`src/rtl/lockstep_pipe_pkg.sv`:
```
package lockstep_pipe_pkg;

  // Pipeline may move when the exit stage is empty or is being drained.
  function automatic logic may_advance(input logic last_vld, input logic cons_rdy);
    return (!last_vld) || cons_rdy;
  endfunction

  // Reset is active when the pin matches the configured level.
  function automatic logic reset_hit(input logic rst_pin, input logic level);
    return rst_pin == level;
  endfunction

endpackage

```
`src/rtl/lockstep_valid_track.sv`:
```
module lockstep_valid_track #(
  parameter int   DEPTH     = 3,
  parameter logic RST_LEVEL = 1'b1
) (
  input  logic clk,
  input  logic rst,
  input  logic clk_en,
  input  logic up_valid,
  input  logic dn_ready,
  output logic stage_en,
  output logic dn_valid
);
  import lockstep_pipe_pkg::*;

  localparam int LAST = DEPTH - 1;

  logic [DEPTH-1:0] vld_q;
  logic [DEPTH-1:0] vld_d;
  logic             rst_act;
  logic             move_ok;

  assign rst_act = reset_hit(rst, RST_LEVEL);
  assign move_ok = may_advance(vld_q[LAST], dn_ready);
  assign stage_en = move_ok & clk_en;
  assign dn_valid = vld_q[LAST];

  assign vld_d[0] = up_valid;
  for (genvar s = 1; s < DEPTH; s++) begin : g_link
    assign vld_d[s] = vld_q[s-1];
  end

  always_ff @(posedge clk) begin
    if (rst_act) begin
      vld_q <= '0;
    end else if (stage_en) begin
      vld_q <= vld_d;
    end
  end

endmodule

```
`src/rtl/lockstep_data_chain.sv`:
```
module lockstep_data_chain #(
  parameter int DEPTH = 3,
  parameter int WIDTH = 32
) (
  input  logic             clk,
  input  logic             load,
  input  logic [WIDTH-1:0] d_in,
  output logic [WIDTH-1:0] d_out
);
  localparam int LAST = DEPTH - 1;

  logic [WIDTH-1:0] stg_q [DEPTH];

  for (genvar s = 0; s < DEPTH; s++) begin : g_stage
    if (s == 0) begin : g_head
      always_ff @(posedge clk) begin
        if (load) stg_q[0] <= d_in;
      end
    end else begin : g_body
      always_ff @(posedge clk) begin
        if (load) stg_q[s] <= stg_q[s-1];
      end
    end
  end

  assign d_out = stg_q[LAST];

endmodule

```
`src/rtl/lockstep_pipe.sv`:
```
module lockstep_pipe #(
  parameter int   DEPTH     = 3,
  parameter int   WIDTH     = 32,
  parameter logic RST_LEVEL = 1'b1
) (
  input  logic             clk,
  input  logic             rst,
  input  logic             clk_en,
  input  logic             up_valid,
  input  logic [WIDTH-1:0] up_data,
  output logic             up_ready,
  output logic             dn_valid,
  output logic [WIDTH-1:0] dn_data,
  input  logic             dn_ready,
  output logic             stage_en
);

  logic en_w;
  logic up_fire;
  logic dn_fire;

  lockstep_valid_track #(
    .DEPTH     (DEPTH),
    .RST_LEVEL (RST_LEVEL)
  ) u_track (
    .clk      (clk),
    .rst      (rst),
    .clk_en   (clk_en),
    .up_valid (up_valid),
    .dn_ready (dn_ready),
    .stage_en (en_w),
    .dn_valid (dn_valid)
  );

  lockstep_data_chain #(
    .DEPTH (DEPTH),
    .WIDTH (WIDTH)
  ) u_chain (
    .clk   (clk),
    .load  (en_w),
    .d_in  (up_data),
    .d_out (dn_data)
  );

  assign stage_en = en_w;
  assign up_ready = en_w;

  // Named transfer events, exposed for observation.
  assign up_fire = up_valid & up_ready;
  assign dn_fire = dn_valid & dn_ready;

endmodule

```
`config.mk`:
```
export PLATFORM = sky130hd
export DESIGN_NAME = lockstep_pipe
export DESIGN_NICKNAME = d
export VERILOG_FILES = /design/src/rtl/lockstep_pipe_pkg.sv /design/src/rtl/lockstep_valid_track.sv /design/src/rtl/lockstep_data_chain.sv /design/src/rtl/lockstep_pipe.sv
export SDC_FILE = /design/constraint.sdc
export NUM_CORES = 1
export LEC_CHECK = 0
export ABC_AREA = 1
export BUFFER_PORTS_ARGS = -buffer_cell sky130_fd_sc_hd__buf_2
export CAP_MARGIN = 20
export CORE_MARGIN = 2
export CORE_UTILIZATION = 55
export CTS_BUF_LIST = sky130_fd_sc_hd__clkbuf_8
export CTS_CLUSTER_DIAMETER = 80
export DETAILED_ROUTE_END_ITERATION = 10
export PLACE_DENSITY = 0.92
export SYNTH_ARGS = -nofsm -noshare
export SYNTH_HDL_FRONTEND = slang
export SYNTH_SLANG_ARGS = --single-unit
```
`constraint.sdc`:
```
create_clock -name clk -period 12.88 [get_ports clk]
set_input_delay 1.932 -clock clk [delete_from_list [all_inputs] [get_ports clk]]
set_output_delay 1.932 -clock clk [all_outputs]
set_load 0.1 [all_outputs]
```
# Word-level counts from Yosys, hierarchy flattened
# Memory sizes are Yosys's and may differ from the RTL's.
# Cells that the tools add are included.
[word_totals] ramBits=96 input_bits=37 mem_count=1 word_cells=7 out_inout_bits=35 reg_bits=3
[op_classes] n_reduce_logical=2 n_mux=2 bitwise=1
[mem_list] name="u_chain.stg_q" words=3 word_bits=32 rd=3 rd_clocked_by_memory_dff=0 write_ports=3 line="lockstep_data_chain.sv:12" source="logic [WIDTH-1:0] stg_q [DEPTH];"
[ops] cell="two-way mux 1 bit" n=2
[ops] cell="AND 1 bit" n=1
[ops] cell="logical NOT 1 bit" n=1
[ops] cell="logical OR 1 bit" n=1

# Depth between registers and ports, before layout
[depth] depth_word=5 mapped_depth=5 mapped_depth_nobuf=5

# Cells and area by module
# Synthesis repeated with hierarchy kept, for this count alone.
[unflattened] cells_unflattened=151 hier_area_um2=3276.9
[modules_own_cells] mod="lockstep_data_chain" cells_each=128 area_per_inst_um2=3123.0 seq_area_each_um2=2882.8 instances=1
[modules_own_cells] mod="lockstep_valid_track" cells_each=22 area_per_inst_um2=146.4 seq_area_each_um2=60.1 instances=1
[modules_own_cells] mod="lockstep_pipe" cells_each=1 area_per_inst_um2=7.5 seq_area_each_um2=0.0 instances=1

# Worst setup path before layout
# No wires, ideal clock.
[synth_path] path_kind="input -> output" start="input port clk_en" end="output port up_ready" required_time_ps=10948 t_arrival_ps=12335 path_stages=2 slack_ps=-1387 n_path_buf=1 cell_sequence="a21boi_0 -> buf_4"
[synth_between] elab_chain_cells=1
[synth_lines] element="start: declaration" line="lockstep_pipe.sv:8" source="input logic clk_en,"
[synth_lines] element="AND 1 bit" line="lockstep_valid_track.sv:24" source="assign stage_en = move_ok & clk_en;"
[synth_lines] element="end: declaration" line="lockstep_pipe.sv:11" source="output logic up_ready,"
# No other way between the ends.

# Final worst setup path
# Ends and elaborated chain as after synthesis.

==> flow_summary_export.csv <==
group,metric,value,unit
outcome,status,"finished clean",
synthesis,avgSynthCellArea,21.7,um2
final_layout,fillCellCount,408,
floorplanning,die_w,81.2,um
grt,overflow,0,
route,ant_nets,0,
clock_network,cts-root-buf,"clkbuf_8",
synthesis,synth_warnings,0,
placed_design,globalplace.congestion,0.666,
clock_network,post-cts-setup-buffer-count,0,
power_and_ir_drop,power.leakage,1.39,nW
route,vias_per_cell,4.58,
timing,hold_viol_final,0,
power_and_ir_drop,intPower,0.000456,W
power_and_ir_drop,clkPwrFrac,26.4,%
clock_network,numCtsBuffers,9,
power_and_ir_drop,pwr-share-seq,61.7,%
timing,tns,0,ns
grt,grt_pass1_vias,1205,
final_layout,area_delta_synth_final,12.0,%
worst_setup_path,worstSetupEndpointType,"primary output",
floorplanning,initial_core_util,56.0,%
clock_network,insertion_delay,0.34,ns
final_layout,nNetsFinal,239,
final_layout,final_cell_mix,"96 x edfxtp_1, 71 x buf_2, 9 x clkbuf_8",
power_and_ir_drop,peakVddDrop,0.0805,mV
power_and_ir_drop,powerDensity,169,nW/um2
worst_setup_path,cp_max_fo,70,
route,drt_wl_total,3710,um
synthesis,synth_area_leader_cell,"edfxtp_1",
clock_network,cts_max_level,3,
worst_hold_path,hold_class,"flop to flop",
placed_design,pre_cts_ws,7.04,ns
final_layout,final_common_cell,"edfxtp_1",
flow_run,drv_cap,0,
placed_design,io_buffer_count,71,
timing,skew,0.00822,ns
timing,final_max_slew_viol_count,0,
synthesis,synth-seq-cells,99,
floorplanning,dieArea,6590,um2
route,route.detailed.drc,0,
floorplanning,num_rows,28,
clock_network,cts_num_sinks,99,
timing,period_needed,5.85,ns
timing,setup_viol,0,
route,num_vias,1286,
power_and_ir_drop,p_sw_share,26.4,%
grt,grt_max_degree,71,
synthesis,synth_top_area_share,88.0,%
grt,grt_antenna_before_repair,0,
clock_network,path_clk_slew,0.08,ns
floorplanning,io_pins,72,
route,drtPass1Iterations,4,
floorplanning,die-height,81.2,um
final_layout,stdcell_count,281,
clock_network,cts_repair_resize_count,0,
placed_design,place_inst,266,
timing,fin_ws,7.03,ns
clock_network,clock_path_buffers,2,
worst_setup_path,critical_path_class,"input pin to primary output",
clock_network,cts_tree,"done",
worst_setup_path,cp.required,10.95,ns
synthesis,synth_cell_types,11,
worst_setup_path,worstSetupStartpointType,"input pin",
synthesis,synth_area_leaders,"edfxtp_1 88%, buf_4 7.6%, dfxtp_1 1.8%",
final_layout,antenna_cells,0,
timing,worst_pin_slew,0.832,ns
timing,timing.fmax,171,MHz
synthesis,yosysSeqAreaShare,89.8,%
placed_design,dpl.hpwl,2390,um
synthesis,netlist_instances,151,
final_layout,drive_gt1_share,43.2,%
synthesis,synth.net_count,188,
grt,grt_pass1_wl,5250,um
clock_network,cts_hold_buf,0,
timing,slew_headroom,44.6,%
timing,period_share,45.4,%
route,drtIter0Drc,100,
timing,grt_setup_unrepaired,"false",
floorplanning,core,5850,um2
synthesis,synth_area,3280,um2
grt,grt_usage,11.4,%
worst_setup_path,cp.arrival,3.92,ns
power_and_ir_drop,p_sw,0.000163,W
route,post_drt_wl_per_cell,13.2,um
power_and_ir_drop,pwr-share-comb,11.9,%
-- sequential cells by signal, indices dropped and copies added (netlist names) --
name	flops
u_track.vld_q	3
u_chain.stg_q	96
-- critical path, cell delays in order --
cell      delay, ns
buf_2          0.15
a21boi_4       0.18
buf_4          0.33
buf_4          0.70
buf_2          0.56
-- stage by stage --
stage | power, W | hold WS (ns) | util (%) | instance area, um2
2_1_floorplan | 0.000460 | 0.400 | - | 3280
3_3_place_gp | 0.000462 | 0.401 | 59.9 | 3500
3_5_place_dp | 0.000464 | 0.405 | 59.9 | 3500
4_1_cts | 0.000626 | 0.424 | 62.7 | 3670
5_1_grt | 0.000642 | 0.426 | 62.7 | 3670
6_report | 0.000620 | 0.419 | 62.7 | 3670
-- logic make-up (layout without fill, tap and decap cells) --
family,Yosys count,after routing,share of synthesized area (%)
AO/OA/AOI/OAI,3,3,0.535
buffers and inverters,38,93,8.13
flip-flops,99,99,89.8
AND/OR/NAND/NOR,11,11,1.53
-- worst paths after layout --
kind	slack, ns	end	startpoint	cells after the start
setup / recovery	7.03	up_ready	clk_en	5
hold reg to reg	0.42	u_chain.stg_q[0][34]$_DFFE_PP_	u_chain.stg_q[0][2]$_DFFE_PP_	0
setup reg to reg	10.88	u_chain.stg_q[0][49]$_DFFE_PP_	u_track.vld_q[2]$_SDFFE_PP0P_	3
hold / removal	0.42	u_chain.stg_q[0][34]$_DFFE_PP_	u_chain.stg_q[0][2]$_DFFE_PP_	0
-- cells in the mapped netlist --
master	count
nand3b_1	1
nand2_1	3
nand2_2	1
buf_4	33
edfxtp_1	96
a21boi_0	1
a21oi_1	2
inv_1	5
dfxtp_1	3
nand3_1	2
nor2_1	4
-- power by group through the flow --
| stage | combinational, W | clock (W) | sequential (W) |
|---|---|---|---|
| after floorplan | 0.0000667 | 0 | 0.000393 |
| after global placement | 0.0000731 | 0 | 0.000388 |
| after detailed placement | 0.0000744 | 0 | 0.000390 |
| after CTS | 0.0000743 | 0.000169 | 0.000382 |
| after global routing | 0.0000765 | 0.000181 | 0.000384 |
| final | 0.0000739 | 0.000164 | 0.000382 |
-- routing by layer --
layer | up-vias | wire [um] | track usage (%)
li1 | 622 | - | -
met1 | 605 | 1450 | 13.0
met2 | 46 | 1910 | 18.0
met3 | 13 | 208 | 3.00
met4 | 0 | 144 | 9.83
met5 | - | 0 | 0
-- cell type report --
type / instances / area (um2) / area share [%]
clock buffers: 9 / 124 / 3.37
clock inverters: 6 / 42.5 / 1.16
inverters: 5 / 18.8 / 0.511
multi-input cells: 14 / 78.8 / 2.15
flip-flops and latches: 99 / 2940 / 80.2
well taps: 75 / 93.8 / 2.56
repair buffers: 73 / 370 / 10.1
No activity file was read; power rests on OpenSTA's default activity.
